## config.mk

```make
export PLATFORM = sky130hd
export DESIGN_NAME = matmul_stream_cop
export DESIGN_NICKNAME = d
export VERILOG_FILES = /design/src/rtl/mm_pkg.sv /design/src/rtl/mm_a_regfile.sv /design/src/rtl/mm_mac_bank.sv /design/src/rtl/mm_result_buf.sv /design/src/rtl/matmul_stream_cop.sv
export SDC_FILE = /design/constraint.sdc
export NUM_CORES = 1
export LEC_CHECK = 0
export ABC_AREA = 1
export ABC_CLOCK_PERIOD_IN_PS = 8600
export BUFFER_PORTS_ARGS = -buffer_cell sky130_fd_sc_hd__buf_2
export CAP_MARGIN = 15
export CORE_AREA = 2 2 207 209
export CTS_CLUSTER_SIZE = 16
export DETAILED_ROUTE_END_ITERATION = 10
export DIE_AREA = 0 0 209 211
export HOLD_SLACK_MARGIN = 0.12
export PLACE_DENSITY = 0.78
export SYNTH_ARGS = -nofsm -noshare
export SYNTH_HDL_FRONTEND = slang
export SYNTH_SLANG_ARGS = --single-unit
```

## constraint.sdc

```tcl
create_clock -name clk -period 8.6 [get_ports clk]
set_clock_uncertainty 0.2 [all_clocks]
set_input_delay 1.72 -clock clk [delete_from_list [all_inputs] [get_ports clk]]
set_output_delay 1.72 -clock clk [all_outputs]
set_load 0.02 [all_outputs]
```

## src/rtl/mm_pkg.sv

```systemverilog
package mm_pkg;
  typedef enum logic [1:0] {
    PH_LOAD_A   = 2'd0,
    PH_STREAM_B = 2'd1,
    PH_DRAIN    = 2'd2,
    PH_DONE     = 2'd3
  } phase_t;
endpackage

```

## src/rtl/mm_a_regfile.sv

```systemverilog
// Resident storage for the left operand; presents one column at a time.
module mm_a_regfile #(
  parameter int N = 4,
  parameter int W = 8,
  localparam int KW = $clog2(N)
) (
  input  logic            clk,
  input  logic            wr_en,
  input  logic [KW-1:0]   wr_row,
  input  logic [KW-1:0]   wr_col,
  input  logic [W-1:0]    wr_data,
  input  logic [KW-1:0]   sel_col,
  output logic [N*W-1:0]  col_flat
);
  logic [W-1:0] mem [N][N];

  always_ff @(posedge clk) begin
    if (wr_en) mem[wr_row][wr_col] <= wr_data;
  end

  for (genvar i = 0; i < N; i++) begin : g_col
    assign col_flat[i*W +: W] = mem[i][sel_col];
  end
endmodule

```

## src/rtl/mm_mac_bank.sv

```systemverilog
// N multiply-accumulate lanes sharing one right-hand operand.
module mm_mac_bank #(
  parameter int N  = 4,
  parameter int W  = 8,
  parameter int AW = 2*W + $clog2(N),
  localparam int PW  = 2*W,
  localparam int EXT = AW - PW
) (
  input  logic            clk,
  input  logic            rst,
  input  logic            en,
  input  logic            first,
  input  logic [N*W-1:0]  a_flat,
  input  logic [W-1:0]    b_val,
  output logic [N*AW-1:0] sum_flat
);
  for (genvar i = 0; i < N; i++) begin : g_lane
    logic signed [PW-1:0] prod;
    logic signed [AW-1:0] base;
    logic signed [AW-1:0] sum;
    logic signed [AW-1:0] acc_q;

    assign prod = $signed(a_flat[i*W +: W]) * $signed(b_val);
    assign base = first ? '0 : acc_q;
    assign sum  = base + $signed({{EXT{prod[PW-1]}}, prod});
    assign sum_flat[i*AW +: AW] = sum;

    always_ff @(posedge clk) begin
      if (rst)     acc_q <= '0;
      else if (en) acc_q <= sum;
    end
  end
endmodule

```

## src/rtl/mm_result_buf.sv

```systemverilog
// One-column result buffer drained in row order.
module mm_result_buf #(
  parameter int N  = 4,
  parameter int AW = 18,
  localparam int KW = $clog2(N)
) (
  input  logic            clk,
  input  logic            rst,
  input  logic            load,
  input  logic [N*AW-1:0] load_flat,
  input  logic            out_ready,
  output logic            full,
  output logic            rd_last,
  output logic [AW-1:0]   out_data
);
  logic [N*AW-1:0] store_q;
  logic [KW-1:0]   rd_q;
  logic [AW-1:0]   view [N];

  for (genvar i = 0; i < N; i++) begin : g_view
    assign view[i] = store_q[i*AW +: AW];
  end

  assign rd_last  = (rd_q == KW'(N-1));
  assign out_data = view[rd_q];

  always_ff @(posedge clk) begin
    if (load) store_q <= load_flat;
  end

  always_ff @(posedge clk) begin
    if (rst) begin
      full <= 1'b0;
      rd_q <= '0;
    end else if (load) begin
      full <= 1'b1;
      rd_q <= '0;
    end else if (full && out_ready) begin
      if (rd_last) begin
        full <= 1'b0;
        rd_q <= '0;
      end else begin
        rd_q <= rd_q + 1'b1;
      end
    end
  end
endmodule

```

## src/rtl/matmul_stream_cop.sv

```systemverilog
module matmul_stream_cop #(
  parameter int N = 4,
  parameter int W = 8,
  localparam int KW    = $clog2(N),
  localparam int ACC_W = 2*W + $clog2(N)
) (
  input  logic             clk,
  input  logic             rst,
  input  logic             start,
  input  logic             in_valid,
  output logic             in_ready,
  input  logic [W-1:0]     in_data,
  output logic             out_valid,
  input  logic             out_ready,
  output logic [ACC_W-1:0] out_data,
  output logic             out_last
);
  import mm_pkg::*;

  phase_t          phase_q;
  logic [KW-1:0]   ld_row_q, ld_col_q;
  logic [KW-1:0]   b_k_q, b_col_q;
  logic            a_we, b_fire, buf_load, buf_full, rd_last;
  logic            k_end, col_end;
  logic [N*W-1:0]  a_col;
  logic [N*ACC_W-1:0] sums;

  assign k_end    = (b_k_q == KW'(N-1));
  assign col_end  = (b_col_q == KW'(N-1));
  assign in_ready = (phase_q == PH_LOAD_A) ||
                    ((phase_q == PH_STREAM_B) && (!k_end || !buf_full));
  assign a_we     = (phase_q == PH_LOAD_A) && in_valid;
  assign b_fire   = (phase_q == PH_STREAM_B) && in_valid && in_ready;
  assign buf_load = b_fire && k_end;
  assign out_valid = buf_full;
  assign out_last  = buf_full && rd_last && (phase_q == PH_DRAIN);

  mm_a_regfile #(.N(N), .W(W)) a_rf_i (
    .clk(clk), .wr_en(a_we), .wr_row(ld_row_q), .wr_col(ld_col_q),
    .wr_data(in_data), .sel_col(b_k_q), .col_flat(a_col)
  );

  mm_mac_bank #(.N(N), .W(W), .AW(ACC_W)) mac_i (
    .clk(clk), .rst(rst), .en(b_fire), .first(b_k_q == '0),
    .a_flat(a_col), .b_val(in_data), .sum_flat(sums)
  );

  mm_result_buf #(.N(N), .AW(ACC_W)) rbuf_i (
    .clk(clk), .rst(rst), .load(buf_load), .load_flat(sums),
    .out_ready(out_ready), .full(buf_full), .rd_last(rd_last),
    .out_data(out_data)
  );

  always_ff @(posedge clk) begin
    if (rst) begin
      phase_q  <= PH_LOAD_A;
      ld_row_q <= '0;
      ld_col_q <= '0;
      b_k_q    <= '0;
      b_col_q  <= '0;
    end else begin
      case (phase_q)
        PH_LOAD_A: if (a_we) begin
          if (ld_col_q == KW'(N-1)) begin
            ld_col_q <= '0;
            if (ld_row_q == KW'(N-1)) begin
              ld_row_q <= '0;
              phase_q  <= PH_STREAM_B;
            end else begin
              ld_row_q <= ld_row_q + 1'b1;
            end
          end else begin
            ld_col_q <= ld_col_q + 1'b1;
          end
        end
        PH_STREAM_B: if (b_fire) begin
          if (k_end) begin
            b_k_q <= '0;
            if (col_end) begin
              b_col_q <= '0;
              phase_q <= PH_DRAIN;
            end else begin
              b_col_q <= b_col_q + 1'b1;
            end
          end else begin
            b_k_q <= b_k_q + 1'b1;
          end
        end
        PH_DRAIN: if (buf_full && out_ready && rd_last) phase_q <= PH_DONE;
        default:  if (start) phase_q <= PH_STREAM_B;
      endcase
    end
  end
endmodule

```

==> results of run 1 <==
-- cell usage after synthesis (2+ instances only) --
| cell type | count | area (um2) |
|---|---|---|
| nor2_1 | 370 | 1390 |
| nor2_4 | 2 | 22.5 |
| clkinv_1 | 5 | 18.8 |
| nand2_1 | 552 | 2070 |
| nand3b_1 | 2 | 15.0 |
| dfxtp_1 | 85 | 1700 |
| nand2_2 | 4 | 25.0 |
| buf_2 | 25 | 125 |
| xnor2_1 | 9 | 78.8 |
| o21ai_1 | 18 | 90.1 |
| o22ai_1 | 18 | 113 |
| fa_1 | 320 | 6410 |
| o21bai_1 | 9 | 67.6 |
| clkbuf_1 | 42 | 158 |
| edfxtp_1 | 200 | 6010 |
| a211oi_2 | 2 | 25.0 |
| a21o_1 | 6 | 45.0 |
| nand3_1 | 148 | 741 |
| nand4_1 | 11 | 68.8 |
| inv_2 | 7 | 26.3 |
| a21oi_1 | 78 | 390 |
| buf_1 | 9 | 33.8 |
| buf_4 | 2 | 15.0 |
| and2_1 | 4 | 25.0 |
| inv_1 | 547 | 2050 |
| ha_1 | 184 | 2300 |
| o21ai_0 | 88 | 440 |
| xor2_1 | 32 | 280 |
| a211oi_1 | 2 | 15.0 |
| buf_6 | 7 | 78.8 |
-- layer usage --
| layer | vias up | GRT usage [%] | routed length, um |
|---|---|---|---|
| met5 | - | 0 | 0 |
| met4 | 0 | 13.3 | 2870 |
| met3 | 156 | 2.94 | 3950 |
| met2 | 623 | 53.7 | 31800 |
| met1 | 9178 | 36.8 | 24100 |
| li1 | 8617 | - | - |
-- worst min-delay path by stage --
stage,depth (start not counted),endpoint,slack (ns),startpoint
floorplan,2,mac_i.g_lane[3].acc_q[8],0.23,mac_i.g_lane[3].acc_q[8]
global placement,2,mac_i.g_lane[1].acc_q[0],0.24,mac_i.g_lane[1].acc_q[0]
detailed placement,2,mac_i.g_lane[3].acc_q[0],0.24,mac_i.g_lane[3].acc_q[0]
CTS,2,mac_i.g_lane[3].acc_q[0],0.25,mac_i.g_lane[3].acc_q[0]
global route,2,mac_i.g_lane[3].acc_q[8],0.28,mac_i.g_lane[3].acc_q[8]
finish,2,mac_i.g_lane[3].acc_q[0],0.25,mac_i.g_lane[3].acc_q[0]
-- critical path, cell delays in order --
cell	delay (ns)
buf_2	0.10
buf_4	0.25
inv_1	0.84
nor2_1	0.17
fa_1	0.54
inv_1	0.05
fa_1	0.55
fa_1	0.43
fa_1	0.47
fa_1	0.49
inv_1	0.04
ha_1	0.35
nand2_1	0.12
nor2_1	0.14
nand2_1	0.06
nand3_1	0.16
nand2_1	0.07
nand2_1	0.09
inv_1	0.04
nand2_1	0.07
nand3_1	0.06
nand2_1	0.09
inv_1	0.04
-- power breakdown --
part	internal, W	switching [W]	total [W]
combinational	0.00109	0.00192	0.00301
clock	0.000785	0.000589	0.00137
sequential	0.00161	0.00000273	0.00161
-- flip-flops by register name, indices dropped and copies added, names as in the netlist --
| register | flops |
|---|---|
| mac_i.g_lane.acc_q | 72 |
| rbuf_i.store_q | 72 |
| phase_q | 2 |
| rbuf_i.full | 1 |
| b_col_q | 2 |
| ld_row_q | 2 |
| b_k_q | 2 |
| ld_col_q | 2 |
| a_rf_i.mem | 128 |
| rbuf_i.rd_q | 2 |
-- cell families after synthesis --
family / count (synthesis) / share of synthesized area (%)
xor gates and xnor gates: 41 / 1.44
AOI/OAI and AO/OA: 223 / 4.84
DFF: 285 / 31.0
adders and majority gates: 504 / 35.0
buffers and inverters: 644 / 10.1
and+or+nand+nor: 1097 / 17.7
-- layout make-up --
class,instances,area [um2],share of cell area (%)
Tap cell,539,674,2.54
Clock inverter,20,219,0.823
Timing Repair Buffer,60,392,1.47
Inverter,559,2100,7.89
Clock buffer,38,832,3.13
Sequential cell,285,7710,29.0
Multi-Input combinational cell,1865,14700,55.2
-- through the flow --
stage	util (%)	cell area (um2)	cells	hold slack (ns)	setup slack (ns)
after floorplan	-	24900	2794	0.230	1.75
after global placement	61.1	25500	3306	0.239	1.36
after detailed placement	61.1	25500	3306	0.244	1.31
after CTS	63.6	26600	3364	0.254	1.93
after global routing	63.7	26600	3366	0.278	1.64
final	63.7	26600	3366	0.254	1.92
==> flow_summary.toml, run 1 <==
[outcome]
status = "finished clean"

[routing]
dr.pass1.iters = 5
routed_via_density = 5.52
ant_nets = 0
dr_total_vias = 18600
routed_wl_um = 62800
avgRoutedWirePerCell_um = 18.7
drc = 0
drt-initial-drc-count = 1273

[global_routing]
grt_pass1_vias = 19700
grt_overflow_total = 0
antenna_found_initial = 0
grt_max_degree = 70
grt_pass1_wl_um = 102000
track_usage_pct = 29.9

[timing]
finalSetupViolCount = 0
worstMarginPinSlew_ns = 1.12
hold_violations = 0
period_share_pct = 77.6
period_minus_slack_ns = 6.68
slew-limit-headroom_pct = 24.8
max_clock_freq_ghz = 0.150
slew_violations = 0
final.setup.tns_ns = 0
rsz0062_at_grt = "false"

[pwr]
finalPower_w = 0.00599
ir_worst_vdd_mv = 0.150
power.leakage_nw = 13.1
powerDensity_nw_per_um2 = 225

[clock_tree]
clk_pin_slew_ns = 0.06
cts.sinks = 285
clock_latency_ns = 0.60
cts_tree = "built"
cts_buffers = 31
clockRootBuffer = "clkbuf_16"
htreeDepth = 1
cts_setup_buffers = 0
cts.repair.resized = 0
hold_buffers = 0
clk_path_buf_depth = 3

[synth]
syn_inst = 2794
ys_warn_count = 0
synth_top_flop_cell = "edfxtp_1"
syn-cell-area_um2 = 24900
avgSynthCellArea_um2 = 8.91
ys_ff_latch = 285
yosysSeqAreaShare_pct = 31.0
synth_fp_nets = 3311
synth_edf_count = 200
synthArstFlopShare_pct = 0
netlist-cell-type-count = 36

[final_layout]
fillers = 3379
final_common_cell = "nand2_1"
num_antenna_cells = 0
nets = 3319
syn_to_final_growth_pct = 6.87
final_cell_mix = "nand2_1 (552), inv_1 (546), nor2_1 (370)"
drive_gt1_share_pct = 4.67

[critical_path]
rrSetupSlack_ns = 2.11
critPathCapture = "mac_i.g_lane[3].acc_q[17]"
r2r_cells = 20
path_class = "input pin to register"
reg2reg_to = "mac_i.g_lane[0].acc_q[15]"
startpoint = "in_data[3]"
path_max_fanout = 27
crit_path_end_kind = "register"
crit_required_ns = 8.90
crit_arrival_ns = 6.97
reg2reg_from = "b_k_q[0]"
cp-start-kind = "input pin"

[floorplan]
die_h_um = 211
ios = 34
core_um2 = 41800
die_area_um2 = 44100
die_w_um = 209
start_util_pct = 59.6
fp-row-count = 75

[worst_hold_path]
hp-class = "register to register"

[placement]
port-buffer-count = 33
place.gp.congestion = 0.936
dp_hpwl_um = 46800

[flow_run]
drv_cap = 0
Note: power is estimated with default switching activity, not from simulation.
==> inputs of run 2 (changes only) <==
Settings changed: ABC_AREA 1 to 0, ABC_CLOCK_PERIOD_IN_PS 8600 to 6400, CORE_AREA 2 2 207 209 to 2 2 204 206, DIE_AREA 0 0 209 211 to 0 0 206 208.
Clock period 8.6 ns to 6.4 ns, I/O delays scaled along.
==> flow_summary.toml, run 2 <==
[outcome]
status = "finished clean"

[synth]
synth_top_cell_area_share_pct = 26.6
ys_warn_count = 0
synthArstFlopShare_pct = 0
synth_most_common_cell = "inv_1"
synth_top_flop_cell = "edfxtp_1"
synthTopCellsByArea = "fa_1 (27%), edfxtp_1 (25%), ha_1 (9.6%), dfxtp_1 (7.1%), inv_1 (5.4%)"
yosysSeqAreaShare_pct = 32.0
synth_commonest_cells = "inv_1 (346), fa_1 (320), nand2_1 (222)"
ys_ff_latch = 285
synth_edf_count = 200
yosysTopAreaCell = "fa_1"
syn-cell-area_um2 = 24100
avgSynthCellArea_um2 = 11.3
synth_fp_nets = 2651
syn_inst = 2134
netlist-cell-type-count = 57

[critical_path]
path_max_fanout = 21
crit_arrival_ns = 6.40
crit_required_ns = 6.69
cp-start-kind = "register"
cp_cell_sequence = "buf_12 > mux4_2 > and2_1 > buf_4 > fa_1 > inv_1 > fa_1 > inv_1 > fa_1 > fa_1 > ha_1 > ha_1 > a21o_1 > a2111oi_0 > o21ai_0 > a41oi_2 > mux2i_1 > nand2_1"
r2r_cells = 18
rrSetupSlack_ns = 0.29
slowest_delay_ns = 0.69
reg2reg_to = "mac_i.g_lane[0].acc_q[16]"
crit_path_end_kind = "register"
path_common_cell = "fa_1"
crit_path_top_delay_cell = "mux4_2"
path_class = "register to register"
reg2reg_from = "b_k_q[0]"

[timing]
slew-limit-headroom_pct = 32.0
slew_violations = 0
period_minus_slack_ns = 6.11
finalSetupViolCount = 0
max_clock_freq_ghz = 0.164
hold_violations = 0
worstMarginPinSlew_ns = 1.02
period_share_pct = 95.4

[placement]
dp_hpwl_um = 42100
place_area_um2 = 25400
place_inst = 2704
port-buffer-count = 33
place.gp.congestion = 0.873

[routing]
drt-initial-drc-count = 1363
routed_wl_um = 56600
avgRoutedWirePerCell_um = 20.5
dr_total_vias = 15900
drc = 0
ant_nets = 0
dr.pass1.iters = 6
routed_via_density = 5.77

[final_layout]
fin_area_um2 = 26400
drive_gt1_share_pct = 10.4
reg_top3 = "a_rf_i.mem x128, mac_i.g_lane.acc_q x72, rbuf_i.store_q x72"
final_common_cell = "inv_1"
final_cell_mix = "inv_1 (345), fa_1 (320), nand2_1 (222)"
regMostFlops = "a_rf_i.mem"
num_antenna_cells = 0
largest_reg_flops = 128
nets = 2722
fillers = 2975
instances_no_fill = 2762
syn_to_final_growth_pct = 9.61

[pwr]
powerDensity_nw_per_um2 = 301
ir_worst_vdd_mv = 0.233
swShare_pct = 37.7
combPwrFrac_pct = 49.7
power.leakage_nw = 11.6
switching_power_w = 0.00299
p_int_w = 0.00495
p_clk_share_pct = 23.0
seq_power_share_pct = 27.3

[clock_tree]
cts_setup_buffers = 0
htreeDepth = 1
clock_latency_ns = 0.60
hold_buffers = 0
clockRootBuffer = "clkbuf_16"
cts_buffers = 31
cts.sinks = 285
clk_pin_slew_ns = 0.06
clk_path_buf_depth = 3
cts_tree = "built"

[global_routing]
track_usage_pct = 28.1
grt_pass1_wl_um = 93200
grt_max_degree = 70
grt_overflow_total = 0
antenna_found_initial = 0
grt_pass1_vias = 17900

[floorplan]
die_h_um = 208
die_area_um2 = 42800
core_um2 = 40600
start_util_pct = 59.4
fp-row-count = 74
die_w_um = 206
ios = 34

[worst_hold_path]
hp-start = "mac_i.g_lane[0].acc_q[0]"
holdPathEnd = "mac_i.g_lane[0].acc_q[0]"
min_path_cells = 2
hp-class = "register to register"

[flow_run]
drv_cap = 0
-- run 2: how the worst max path moves through the flow --
stage	start	to	slack, ns	depth (start not counted)
5_1_grt	b_k_q[0]	mac_i.g_lane[0].acc_q[16]	-0.006	18
2_1_floorplan	b_k_q[0]	rbuf_i.store_q[50]	0.08	20
6_report	b_k_q[0]	mac_i.g_lane[0].acc_q[16]	0.29	18
3_3_place_gp	in_data[2]	mac_i.g_lane[3].acc_q[17]	-0.24	17
3_5_place_dp	in_data[2]	mac_i.g_lane[3].acc_q[17]	-0.25	17
4_1_cts	b_k_q[0]	mac_i.g_lane[3].acc_q[17]	0.22	17
-- run 2: critical path, delay by kind of cell, from the launching register on --
family | cells | cell delay (ns)
adders and majority gates | 6 | 2.56
AOI/OAI and AO/OA | 4 | 1.11
muxes | 2 | 0.91
buffers and inverters | 4 | 0.52
DFF | 1 | 0.37
and+or+nand+nor | 2 | 0.32
-- run 2: what timing repair did --
item                       4_1_cts  5_1_grt
setup endpoints to repair        0        5
hold endpoints to repair         0        0
gates resized for setup          0        3
-- run 2: power by group through the flow --
stage	Clock, W	Sequential [W]	Combinational [W]
floorplan	0	0.00220	0.00275
global route	0.00192	0.00217	0.00443
global placement	0	0.00220	0.00372
CTS	0.00185	0.00217	0.00390
finish	0.00182	0.00217	0.00395
detailed placement	0	0.00221	0.00384
-- run 2: kinds of logic after synthesis --
| family | count (synthesis) | synth area share, % |
|---|---|---|
| buffers and inverters | 424 | 6.62 |
| muxes | 53 | 4.80 |
| AOI/OAI and AO/OA | 208 | 5.54 |
| xor gates and xnor gates | 73 | 2.65 |
| DFF | 285 | 32.0 |
| adders and majority gates | 504 | 36.1 |
| and+or+nand+nor | 587 | 12.3 |
-- run 2: final cells by class --
class / count / area, um2 / area share [%]
clock inverters: 16 / 190 / 0.720
multi-input cells: 1425 / 14800 / 56.1
clock buffers: 42 / 847 / 3.21
inverters: 347 / 1300 / 4.94
well taps: 532 / 666 / 2.52
repair buffers: 115 / 881 / 3.33
flip-flops and latches: 285 / 7710 / 29.2
-- run 2: layer usage --
metal  vias to the layer above  global-route usage, %  part of all wire (%)
met3                       126                   3.87                   7.0
met5                         -                      0                     0
li1                       7085                      -                     -
met4                         0                   9.75                   3.2
met2                       575                   48.2                    50
met1                      8144                   36.5                    39
-- run 2: stage by stage --
| step | worst slack (ns) | hold WS (ns) | total power [W] | TNS (ns) | utilization [%] |
|---|---|---|---|---|---|
| 6_report | 0.292 | 0.254 | 0.00794 | 0 | 65.1 |
| 5_1_grt | -0.00583 | 0.272 | 0.00852 | -0.00583 | 65.1 |
| 4_1_cts | 0.217 | 0.255 | 0.00792 | 0 | 65.1 |
| 3_5_place_dp | -0.250 | 0.245 | 0.00604 | -3.03 | 62.5 |
| 3_3_place_gp | -0.241 | 0.237 | 0.00592 | -1.46 | 62.5 |
| 2_1_floorplan | 0.0760 | 0.226 | 0.00495 | 0 | - |
==> inputs of run 3 (changes only) <==
Settings changed: CORE_AREA 2 2 204 206 to 2 2 235 237, DIE_AREA 0 0 206 208 to 0 0 237 239, PLACE_DENSITY 0.78 to 0.62, SKIP_LAST_GASP from default to 1.
==> flow_summary.toml, run 3 (synthesis gave the netlist of run 2 again) <==
[floorplan]
die_area_um2 = 56600
ios = 34
start_util_pct = 44.3
fp-row-count = 86
core_um2 = 54300
die_h_um = 239
die_w_um = 237

[timing]
max_clock_freq_ghz = 0.163
worstMarginPinSlew_ns = 1.17
finalSetupViolCount = 0
final.setup.tns_ns = 0
hold_violations = 0
period_share_pct = 95.9
slew_violations = 0
period_minus_slack_ns = 6.14
rsz0062_at_grt = "false"
slew-limit-headroom_pct = 21.9

[global_routing]
grt_max_degree = 68
grt_overflow_total = 0
grt_pass1_vias = 17200
antenna_found_initial = 0
grt_pass1_wl_um = 94100
track_usage_pct = 21.4

[worst_hold_path]
hp-class = "register to register"
min_path_cells = 2
hp-start = "mac_i.g_lane[0].acc_q[9]"

[final_layout]
instances_no_fill = 2961
num_antenna_cells = 0
fillers = 4818
drive_gt1_share_pct = 11.5
nets = 2749
final_cell_mix = "inv_1 (345), fa_1 (320), nand2_1 (222)"
largest_reg_flops = 128
reg_top3 = "a_rf_i.mem x128, mac_i.g_lane.acc_q x72, rbuf_i.store_q x72"
regMostFlops = "a_rf_i.mem"
final_common_cell = "inv_1"
syn_to_final_growth_pct = 11.4

[outcome]
status = "finished clean"

[critical_path]
r2r_cells = 17
path_class = "register to register"
crit_path_end_kind = "register"
path_max_fanout = 6
startpoint = "b_k_q[0]"
cp-start-kind = "register"
reg2reg_from = "b_k_q[0]"
crit_required_ns = 6.47
crit_arrival_ns = 6.21

[clock_tree]
cts.sinks = 285
clockRootBuffer = "clkbuf_16"
clock_latency_ns = 0.55
clk_pin_slew_ns = 0.06
cts_buffers = 34
clk_path_buf_depth = 3
htreeDepth = 2
cts_tree = "built"

[routing]
avgRoutedWirePerCell_um = 19.3
drc = 0
drt-initial-drc-count = 940
routed_wl_um = 57100
routed_via_density = 5.25
dr_total_vias = 15500
dr.pass1.iters = 5
ant_nets = 0

[flow_run]
drv_cap = 0

[placement]
place.gp.congestion = 0.861
dp_hpwl_um = 44200
place_inst = 2899
port-buffer-count = 33

[pwr]
powerDensity_nw_per_um2 = 302
ir_worst_vdd_mv = 0.210
power.leakage_nw = 11.7
==> run 3: final cells by class <==
class	instances	area, um2	area share (%)
flip-flops and latches	285	7710	28.7
clock inverters	20	205	0.764
clock buffers	41	887	3.30
multi-input cells	1425	14800	55.2
inverters	347	1300	4.86
well taps	704	881	3.28
repair buffers	139	1050	3.90
==> run 3: worst max-delay path, stage by stage, from the launching register on <==
cell and delay [ns]:
dfxtp_2 0.45, buf_4 0.21, mux4_2 0.58, buf_4 0.19, nand2_1 0.15, inv_1 0.08
fa_1 0.49, fa_1 0.57, fa_1 0.43, fa_1 0.44, ha_1 0.29, ha_1 0.32
or2_2 0.34, a31o_1 0.24, a31o_1 0.23, o2111a_1 0.28, nor3_1 0.26, nor2_1 0.11
==> run 3: final timing paths <==
kind | end | slack [ns]
worst max register to register | rbuf_i.store_q[53] | 0.26
worst min register to register | mac_i.g_lane[0].acc_q[9] | 0.25
worst min-delay path | mac_i.g_lane[0].acc_q[9] | 0.25
worst max-delay path | rbuf_i.store_q[53] | 0.26
==> run 3: metal layers <==
metal / GRT usage (%) / routed length, um / vias up
li1: - / - / 7144
met1: 28.5 / 25300 / 7988
met2: 37.2 / 28200 / 335
met3: 3.09 / 2720 / 71
met4: 4.87 / 969 / 0
met5: 0 / 0 / -
==> run 3: repair_timing <==
| item | CTS | global route |
|---|---|---|
| hold buffers | 0 | 0 |
| resized for setup | 0 | 7 |
| setup buffers | 0 | 1 |
| endpoints found under the hold margin | 0 | 0 |
| endpoints found under the setup margin | 0 | 27 |
==> run 3: metrics by stage <==
stage | power (W) | setup slack [ns] | utilization (%) | hold slack, ns | instance area [um2]
6_report | 0.00811 | 0.262 | 49.4 | 0.249 | 26900
5_1_grt | 0.00875 | 0.00636 | 49.4 | 0.269 | 26900
4_1_cts | 0.00816 | 0.110 | 49.4 | 0.250 | 26800
3_5_place_dp | 0.00617 | -0.121 | 47.3 | 0.242 | 25700
3_3_place_gp | 0.00608 | -0.0368 | 47.3 | 0.237 | 25700
2_1_floorplan | 0.00495 | 0.0760 | - | 0.226 | 24100
==> run 3: power breakdown <==
part / switching, W / total, W / internal (W)
Clock: 0.000799 / 0.00192 / 0.00112
Combinational: 0.00223 / 0.00402 / 0.00179
Sequential: 0.00000267 / 0.00217 / 0.00216
Total: 0.00304 / 0.00811 / 0.00507
